**src/rtl/pwin_pkg.sv**
```systemverilog
package pwin_pkg;
    typedef enum logic {
        ST_OPEN   = 1'b0,
        ST_LOCKED = 1'b1
    } lock_state_e;

    localparam int CFG_W   = 16;
    localparam int EN_BIT  = 15;
    localparam int RSV_BIT = 14;
endpackage

```
**src/rtl/pwin_cfg_reg.sv**
```systemverilog
module pwin_cfg_reg
    import pwin_pkg::*;
#(
    parameter logic [31:0] REG_ADDR = 32'hFFFF_F064,
    parameter int          PA_W     = 14
) (
    input  logic                clk,
    input  logic                rst_n,
    input  logic                cfg_wr,
    input  logic                cfg_rd,
    input  logic [31:0]         cfg_addr,
    input  logic [1:0]          cfg_be,
    input  logic [CFG_W-1:0]    cfg_wdata,
    output logic [CFG_W-1:0]    cfg_rdata,
    output logic                win_en,
    output logic [PA_W-1:0]     win_pa
);
    localparam logic [CFG_W-1:0] KEEP_MASK =
        CFG_W'(1 << EN_BIT) | CFG_W'((1 << PA_W) - 1);

    lock_state_e          state_q, state_d;
    logic [CFG_W-1:0]     word_q;
    logic                 sel, wr_ok;

    assign sel   = (cfg_addr == REG_ADDR) && (cfg_be == 2'b11);
    assign wr_ok = cfg_wr && sel && (state_q == ST_OPEN);

    // next-state logic
    always_comb begin
        state_d = state_q;
        unique case (state_q)
            ST_OPEN:   if (wr_ok && cfg_wdata[EN_BIT]) state_d = ST_LOCKED;
            ST_LOCKED: state_d = ST_LOCKED;
        endcase
    end

    // state register
    always_ff @(posedge clk or negedge rst_n) begin
        if (!rst_n) state_q <= ST_OPEN;
        else        state_q <= state_d;
    end

    // data register and outputs
    always_ff @(posedge clk or negedge rst_n) begin
        if (!rst_n)     word_q <= '0;
        else if (wr_ok) word_q <= cfg_wdata & KEEP_MASK;
    end

    always_comb begin
        cfg_rdata = (cfg_rd && sel) ? word_q : '0;
        win_en    = word_q[EN_BIT];
        win_pa    = word_q[PA_W-1:0];
    end

    AST_LOCK_STABLE: assert property (@(posedge clk) disable iff (!rst_n)
        state_q == ST_LOCKED |=> (state_q == ST_LOCKED) && $stable(word_q));
    AST_EN_MEANS_LOCKED: assert property (@(posedge clk) disable iff (!rst_n)
        word_q[EN_BIT] |-> state_q == ST_LOCKED);
    AST_PARTIAL_NO_WRITE: assert property (@(posedge clk) disable iff (!rst_n)
        (cfg_wr && cfg_be != 2'b11) |=> $stable(word_q));
    AST_RSV_READS_ZERO: assert property (@(posedge clk) disable iff (!rst_n)
        cfg_rdata[RSV_BIT] == 1'b0);
endmodule

```
**src/rtl/pwin_overlap.sv**
```systemverilog
module pwin_overlap #(
    parameter int                 ADDR_W    = 28,
    parameter int                 OFS_W     = 14,
    parameter int                 NARROW_W  = 26,
    parameter logic [ADDR_W-1:0]  ROM_LAST  = 28'h00F_FFFF,
    parameter logic [ADDR_W-1:0]  RAM_SIZE  = 28'h000_F000,
    parameter logic [ADDR_W-1:0]  PERI_SIZE = 28'h000_1000
) (
    input  logic                      mode_wide,
    input  logic [ADDR_W-OFS_W-1:0]   win_pa,
    output logic [ADDR_W-1:0]         win_base,
    output logic                      win_ok
);
    localparam int NREG = 4;
    localparam logic [ADDR_W-1:0] NARROW_TOP =
        {{(ADDR_W-NARROW_W){1'b0}}, {NARROW_W{1'b1}}};
    localparam logic [ADDR_W-1:0] WIDE_TOP = {ADDR_W{1'b1}};
    localparam logic [ADDR_W-1:0] OFS_ONES =
        {{(ADDR_W-OFS_W){1'b0}}, {OFS_W{1'b1}}};

    logic [ADDR_W-1:0] top, wlast;
    logic [ADDR_W-1:0] lo [NREG];
    logic [ADDR_W-1:0] hi [NREG];
    logic [NREG-1:0]   act, ovl;

    always_comb begin
        top      = mode_wide ? WIDE_TOP : NARROW_TOP;
        win_base = {win_pa, {OFS_W{1'b0}}} & top;
        wlast    = win_base | OFS_ONES;
        // ROM
        lo[0] = '0;                                  hi[0] = ROM_LAST;
        // RAM
        lo[1] = top - PERI_SIZE - RAM_SIZE + 1'b1;   hi[1] = top - PERI_SIZE;
        // internal peripherals
        lo[2] = top - PERI_SIZE + 1'b1;              hi[2] = top;
        // RAM image below the 64 MB boundary (wide mode only)
        lo[3] = NARROW_TOP - PERI_SIZE - RAM_SIZE + 1'b1;
        hi[3] = NARROW_TOP - PERI_SIZE;
        act   = {mode_wide, 3'b111};
    end

    genvar g;
    generate
        for (g = 0; g < NREG; g++) begin : g_region
            assign ovl[g] = act[g] && (win_base <= hi[g]) && (wlast >= lo[g]);
        end
    endgenerate

    assign win_ok = ~|ovl;
endmodule

```
**src/rtl/pwin_cs_gate.sv**
```systemverilog
module pwin_cs_gate #(
    parameter int ADDR_W   = 28,
    parameter int OFS_W    = 14,
    parameter int NARROW_W = 26,
    parameter int NCS      = 8
) (
    input  logic              bus_req,
    input  logic [ADDR_W-1:0] bus_addr,
    input  logic              mode_wide,
    input  logic              win_en,
    input  logic              win_ok,
    input  logic [ADDR_W-1:0] win_base,
    input  logic [NCS-1:0]    ext_cs_n,
    output logic              win_hit,
    output logic [NCS-1:0]    cs_n_out
);
    localparam logic [ADDR_W-1:0] NARROW_MASK =
        {{(ADDR_W-NARROW_W){1'b0}}, {NARROW_W{1'b1}}};

    logic [ADDR_W-1:0] a_eff;

    always_comb begin
        a_eff   = mode_wide ? bus_addr : (bus_addr & NARROW_MASK);
        win_hit = bus_req && win_en && win_ok &&
                  (a_eff[ADDR_W-1:OFS_W] == win_base[ADDR_W-1:OFS_W]);
    end

    genvar i;
    generate
        for (i = 0; i < NCS; i++) begin : g_cs
            assign cs_n_out[i] = ext_cs_n[i] | win_hit;
        end
    endgenerate
endmodule

```
**src/rtl/pwin_decoder.sv**
```systemverilog
module pwin_decoder
    import pwin_pkg::*;
#(
    parameter int                 ADDR_W    = 28,
    parameter int                 OFS_W     = 14,
    parameter int                 NARROW_W  = 26,
    parameter int                 NCS       = 8,
    parameter logic [31:0]        REG_ADDR  = 32'hFFFF_F064,
    parameter logic [ADDR_W-1:0]  ROM_LAST  = 28'h00F_FFFF,
    parameter logic [ADDR_W-1:0]  RAM_SIZE  = 28'h000_F000,
    parameter logic [ADDR_W-1:0]  PERI_SIZE = 28'h000_1000
) (
    input  logic              clk,
    input  logic              rst_n,
    input  logic              cfg_wr,
    input  logic              cfg_rd,
    input  logic [31:0]       cfg_addr,
    input  logic [1:0]        cfg_be,
    input  logic [15:0]       cfg_wdata,
    output logic [15:0]       cfg_rdata,
    input  logic              mode_wide,
    input  logic              bus_req,
    input  logic [ADDR_W-1:0] bus_addr,
    input  logic [NCS-1:0]    ext_cs_n,
    output logic              win_hit,
    output logic [NCS-1:0]    cs_n_out
);
    localparam int PA_W = ADDR_W - OFS_W;

    logic              win_en, win_ok;
    logic [PA_W-1:0]   win_pa;
    logic [ADDR_W-1:0] win_base;

    pwin_cfg_reg #(.REG_ADDR(REG_ADDR), .PA_W(PA_W)) u_cfg (
        .clk(clk), .rst_n(rst_n), .cfg_wr(cfg_wr), .cfg_rd(cfg_rd),
        .cfg_addr(cfg_addr), .cfg_be(cfg_be), .cfg_wdata(cfg_wdata),
        .cfg_rdata(cfg_rdata), .win_en(win_en), .win_pa(win_pa)
    );

    pwin_overlap #(
        .ADDR_W(ADDR_W), .OFS_W(OFS_W), .NARROW_W(NARROW_W),
        .ROM_LAST(ROM_LAST), .RAM_SIZE(RAM_SIZE), .PERI_SIZE(PERI_SIZE)
    ) u_ovl (
        .mode_wide(mode_wide), .win_pa(win_pa),
        .win_base(win_base), .win_ok(win_ok)
    );

    pwin_cs_gate #(
        .ADDR_W(ADDR_W), .OFS_W(OFS_W), .NARROW_W(NARROW_W), .NCS(NCS)
    ) u_gate (
        .bus_req(bus_req), .bus_addr(bus_addr), .mode_wide(mode_wide),
        .win_en(win_en), .win_ok(win_ok), .win_base(win_base),
        .ext_cs_n(ext_cs_n), .win_hit(win_hit), .cs_n_out(cs_n_out)
    );

    AST_HIT_FORCES_CS_HIGH: assert property (@(posedge clk) disable iff (!rst_n)
        win_hit |-> cs_n_out == {NCS{1'b1}});
    AST_MISS_PASSES_CS: assert property (@(posedge clk) disable iff (!rst_n)
        !win_hit |-> cs_n_out == ext_cs_n);
    AST_DISABLED_NO_HIT: assert property (@(posedge clk) disable iff (!rst_n)
        !win_en |-> !win_hit);
    AST_INVALID_NO_HIT: assert property (@(posedge clk) disable iff (!rst_n)
        !win_ok |-> !win_hit);
endmodule

```
**config.mk**
```make
export PLATFORM = sky130hd
export DESIGN_NAME = pwin_decoder
export DESIGN_NICKNAME = d
export VERILOG_FILES = /design/src/rtl/pwin_pkg.sv /design/src/rtl/pwin_cfg_reg.sv /design/src/rtl/pwin_overlap.sv /design/src/rtl/pwin_cs_gate.sv /design/src/rtl/pwin_decoder.sv
export SDC_FILE = /design/constraint.sdc
export NUM_CORES = 1
export LEC_CHECK = 0
export BUFFER_PORTS_ARGS = -buffer_cell sky130_fd_sc_hd__buf_2
export CAP_MARGIN = 20
export CORE_MARGIN = 2
export CORE_UTILIZATION = 36
export CTS_CLUSTER_SIZE = 28
export DETAILED_ROUTE_END_ITERATION = 10
export PLACE_DENSITY = 0.82
export SLEW_MARGIN = 20
export SYNTH_ARGS = -nofsm -noshare
export SYNTH_HDL_FRONTEND = slang
export SYNTH_SLANG_ARGS = --single-unit
```
**constraint.sdc**
```tcl
create_clock -name clk -period 2.3 [get_ports clk]
set_clock_uncertainty 0.1 [all_clocks]
set_input_delay 0 -clock clk [delete_from_list [all_inputs] [get_ports clk]]
set_output_delay 0 -clock clk [all_outputs]
set_load 0.05 [all_outputs]
```
# ---- After elaboration in Yosys (flattened, before gate mapping)
# Cells that the tools add are included.
dict set report op_classes {
  n_addsub 4
  order_cmp 8
  eq_ne 3
  n_mux 5
  bitwise 10
  n_reduce_logical 15
}
# cell n
set op_table {}
lappend op_table {{28-bit by 1-bit adder with 28-bit output (second input constant)} 2}
lappend op_table {{28-bit >= comparator} 2}
lappend op_table {{28-bit less-or-equal comparator} 2}
lappend op_table {{28-bit two-way mux} 2}
lappend op_table {{32-bit == test (second input constant)} 1}
lappend op_table {{28-bit AND} 1}
lappend op_table {{28-bit by 1-bit >= comparator with 1-bit output (second input constant)} 1}
lappend op_table {{28-bit by 26-bit >= comparator with 1-bit output (second input constant)} 1}
lappend op_table {{28-bit by 20-bit less-or-equal comparator with 1-bit output (second input constant)} 1}
lappend op_table {{28-bit by 26-bit less-or-equal comparator with 1-bit output (second input constant)} 1}
lappend op_table {{28-bit by 13-bit subtractor with 28-bit output (second input constant)} 1}
lappend op_table {{28-bit by 16-bit subtractor with 28-bit output (second input constant)} 1}
lappend op_table {{16-bit two-way mux} 1}
lappend op_table {{14-bit == test} 1}
lappend op_table {{1-bit logical AND} 13}
lappend op_table {{1-bit OR} 8}
lappend op_table {{4-bit OR reduction} 1}
lappend op_table {{2-bit == test (second input constant)} 1}
lappend op_table {{1-bit one-hot mux with 2 select lines} 1}
lappend op_table {{1-bit logical NOT} 1}
lappend op_table {{1-bit two-way mux} 1}
lappend op_table {{1-bit NOT} 1}
dict set report word_totals {
  register_bits 16
  inputBits 92
  out_inout_bits 25
  elab_cells 47
}

# ---- Longest topological paths before layout
dict set report depth {
  ltp_word 11
  ltp_mapped 6
}

# ---- Hierarchy
# Synthesis repeated with hierarchy kept, for this count alone.
dict set report unflattened {
  hier_cells 140
  area_unflattened_um2 1456.4
}
# mod instances cells_each area_per_inst_um2 seq_area_each_um2
set modules_own_cells {}
lappend modules_own_cells {pwin_cfg_reg 1 68 888.4 400.4}
lappend modules_own_cells {pwin_cs_gate 1 34 300.3 0.0}
lappend modules_own_cells {pwin_overlap 1 38 267.8 0.0}

# ---- Worst setup path before layout
# No wires, ideal clock.
dict set report synth_path {
  path_type {reg2out}
  from {register u_cfg.word_q[11]}
  to {output win_hit}
  t_arrival_ns 2.489
  required_ns 2.200
  slack_ns -0.289
  path_stages_with_launch 5
  n_path_buf 0
  path_cell_list {dfrtp_1 > xor2_1 > nor4_1 > nand3_1 > nor4_1}
}
dict set report synth_between {
  elab_chain_cells 8
  word_cells_on_any_way 19
}
# item line_no
set synth_rtl {}
lappend synth_rtl {{from (decl)} pwin_cfg_reg.sv:22} ;# logic [CFG_W-1:0] word_q;
lappend synth_rtl {{from (signal assigned)} pwin_cfg_reg.sv:46} ;# else if (wr_ok) word_q <= cfg_wdata & KEEP_MASK;
lappend synth_rtl {{28-bit AND (*)} pwin_overlap.sv:28} ;# win_base = {win_pa, {OFS_W{1'b0}}} & top;
lappend synth_rtl {{28-bit by 26-bit less-or-equal comparator with 1-bit output} pwin_overlap.sv:45} ;# assign ovl[g] = act[g] && (win_base <= hi[g]) && (wlast >= lo[g]);
lappend synth_rtl {{1-bit logical AND (2 in series)} pwin_overlap.sv:45}
lappend synth_rtl {{4-bit OR reduction} pwin_overlap.sv:49} ;# assign win_ok = ~|ovl;
lappend synth_rtl {{1-bit logical NOT} pwin_overlap.sv:49}
lappend synth_rtl {{1-bit logical AND} pwin_cs_gate.sv:24} ;# win_hit = bus_req && win_en && win_ok &&
lappend synth_rtl {{1-bit logical AND (*)} pwin_cs_gate.sv:24}
lappend synth_rtl {{to (decl)} pwin_decoder.sv:25} ;# output logic win_hit,
# Every way passes the cells marked *; elsewhere a longest branch is shown, timed or not.

# ---- Final worst setup path
dict set report layout_path {
  from {register u_cfg.word_q[9]}
  to {output cs_n_out[5]}
}
dict set report layout_between {
  elab_chain_cells 9
  word_cells_on_any_way 20
}
# item line_no
set layout_rtl {}
lappend layout_rtl {{28-bit AND (*)} pwin_overlap.sv:28}
lappend layout_rtl {{28-bit by 26-bit less-or-equal comparator with 1-bit output} pwin_overlap.sv:45}
lappend layout_rtl {{1-bit logical AND (2 in series)} pwin_overlap.sv:45}
lappend layout_rtl {{4-bit OR reduction} pwin_overlap.sv:49}
lappend layout_rtl {{1-bit logical NOT} pwin_overlap.sv:49}
lappend layout_rtl {{1-bit logical AND} pwin_cs_gate.sv:24}
lappend layout_rtl {{1-bit logical AND (*)} pwin_cs_gate.sv:24}
lappend layout_rtl {{1-bit OR (*)} pwin_cs_gate.sv:31} ;# assign cs_n_out[i] = ext_cs_n[i] | win_hit;
lappend layout_rtl {{to (decl)} pwin_decoder.sv:26} ;# output logic [NCS-1:0] cs_n_out
# Marks and branches as above.

==> results_dict.tcl <==
set metrics [dict create \
    detail-route-antenna-nets 0 \
    cp_max_fo 7 \
    viasPerCell 4.89 \
    utilization_pct 61.0 \
    track_usage_pct 20.5 \
    port_buffers 100 \
    die_y_um 62.2 \
    drive_gt1_share_pct 53.3 \
    yosysSeqAreaShare_pct 32.8 \
    finalWorstSetupSlack_ns 0.105 \
    grt_max_degree 17 \
    rrSetupSlack_ns 0.62 \
    muxShareOfSynthArea_pct 16.9 \
    timing.fmax_mhz 456 \
    fin_crit_sh_pct 95.5 \
    worstPathRequired_ns 2.20 \
    finalCriticalPeriod_ns 2.20 \
    diodes 0 \
    start_util_pct 37.2 \
    synth_top_family_by_area "simple AND/OR/NAND/NOR gates" \
    ys_seq_elements 16 \
    wirelength_um 3900 \
    path_class "flip-flop to primary output" \
    syn_avg_cell_area_um2 10.1 \
    firstDrtPassIters 4 \
    h-tree-depth 1 \
    cts.path.max_buffers 2 \
    pin_count 117 \
    clk_pin_slew_ns 0.09 \
    drcViolationCount 0 \
    yosys_warnings 0 \
    arrival_ns 2.10 \
    syn-instance-count 121 \
    cts_buffers 3 \
    critPathSlowestCell "dfrtp_2" \
    fin_nets 335 \
    wire_per_inst_um 13.5 \
    num_rows 21 \
    yosys.area_share.xor_xnor_pct 10.0 \
    tns_ns 0 \
    slew_violations 0 \
    syn_area_um2 1220 \
    cts_num_sinks 16 \
    maxCapViolCount 0 \
    synth.distinct_cells 34 \
    synthAdderAreaFrac_pct 0 \
    hpwl_um 3060 \
    fp.coreArea_um2 3280 \
    hold_class "input pin to async pin" \
    area_growth_pct 63.9 \
    pre_cts_ws_ns 0.0463 \
    path_cells "xor2_1, nor4_1, nand4b_1, buf_4, o31ai_1, buf_2" \
    gp_congestion 0.877 \
    start_kind "flip-flop" \
    layout.cells.most_common_list "97 x buf_2, 18 x dlygate4sd3_1, 15 x and2_1, 15 x dfrtp_1, 10 x mux2_4" \
    vias 1408 \
    end_kind "primary output" \
    outcome "finished clean" \
    overflow 0 \
    cts_tree "yes" \
    max_stage_delay_ns 0.46 \
    synth_compound_area_share_pct 7.38 \
    grt_pass1_wl_um 6360 \
    setup_viol 0 \
    die_w_um 62.2 \
    r2r_start "u_cfg.state_q" \
    syn_nets 213 \
    hold_slack_ns 0.0757 \
    hold_viol_final 0 \
    clk_latency_ns 0.27 \
    grt_pass1_vias 1421 \
    powerDensity_nw_per_um2 312 \
    dieArea_um2 3870 \
    clockRootBuffer "clkbuf_4" \
    r2r_end "u_cfg.word_q[2]" \
    power_mw 0.624 \
    drt-initial-drc-count 28 \
    antenna_found_initial 0 \
    final_common_cell "buf_2" \
    ir_drop_uv 186 \
    leakagePower_nw 1.11 \
    reg2regPathDepth 3 \
    synthSimpleGateAreaFrac_pct 26.3 \
]
-- routing by layer --
metal | global-route usage [%] | share of wire (%) | up-vias
met4 | 6.67 | 0.72 | 0
met5 | 0 | 0 | -
met2 | 41.7 | 55 | 84
met1 | 21.2 | 36 | 643
li1 | - | - | 679
met3 | 2.90 | 8.7 | 2
-- through the flow --
step | cells | instance area [um2]
after detailed placement | 265 | 1760
after floorplan | 121 | 1230
after CTS | 287 | 1980
final | 288 | 2000
after global placement | 265 | 1760
after global routing | 288 | 2000
-- final cells by class --
type	instances	area, um2
fillers	308	1280
multi-input cells	92	762
repair buffers	121	711
flip-flops and latches	16	402
well taps	46	57.6
clock buffers	4	36.3
inverters	9	33.8
-- registers in the layout, indices dropped and copies added, names as in the netlist --
name,flops
u_cfg.state_q,1
u_cfg.word_q,15
-- cell usage after synthesis, drive strengths merged --
cell / count / area (um2)
nor4b: 1 / 8.76
dfrtp: 16 / 400
mux2: 15 / 206
conb: 1 / 3.75
buf: 3 / 38.8
xnor2: 5 / 43.8
nand2: 3 / 11.3
or4: 1 / 11.3
clkbuf: 1 / 3.75
nand3: 3 / 15.0
or4b: 1 / 10.0
nand4b: 2 / 17.5
xor2: 9 / 78.8
and3: 1 / 6.26
nor3: 2 / 10.0
nor4: 5 / 31.3
or3: 2 / 17.5
inv: 9 / 33.8
and4: 2 / 17.5
and4b: 1 / 10.0
a21oi: 1 / 5.00
a31oi: 1 / 6.26
nand2b: 1 / 6.26
a31o: 1 / 8.76
nor2: 2 / 7.51
o31ai: 8 / 60.1
o21ai: 2 / 10.0
nor4bb: 1 / 10.0
nand4: 6 / 37.5
and2: 15 / 93.8
-- power by group --
group          internal, mW  total (mW)  switching (mW)
logic                0.0851       0.163          0.0781
clock network        0.0963       0.179          0.0832
registers             0.281       0.281  0.000000000844
-- how the worst max path moves through the flow --
stage                     from               to  slack (ns)  cells past startpoint
2_1_floorplan  u_cfg.word_q[9]      cs_n_out[0]       -0.14                      4
3_3_place_gp       cfg_addr[1]  u_cfg.word_q[6]        0.08                      5
3_5_place_dp       cfg_addr[1]  u_cfg.word_q[2]        0.05                      5
4_1_cts        u_cfg.word_q[9]      cs_n_out[4]       0.004                      5
5_1_grt        u_cfg.word_q[9]      cs_n_out[5]       -0.05                      6
6_report       u_cfg.word_q[9]      cs_n_out[5]        0.10                      6
-- kinds of logic after synthesis --
logic type	after synthesis
buf+inv	13
xor+xnor	14
compound gates	13
mux	15
other cells	1
flops	16
simple gates	49
-- worst max-delay path: cells and delay by family (launching register included) --
family          cells  cell delay [ns]
buf+inv             2             0.50
flops               1             0.46
simple gates        2             0.46
compound gates      1             0.21
xor+xnor            1             0.19
-- timing repair --
action                                  in CTS  in global routing
buffers inserted                             0                  1
hold buffers                                18                  0
resized for setup                            1                  7
endpoints found under the setup margin       1                  8
hold endpoints to repair                    32                  0
pin swaps                                    0                  2
(Power assumes the default switching activity.)
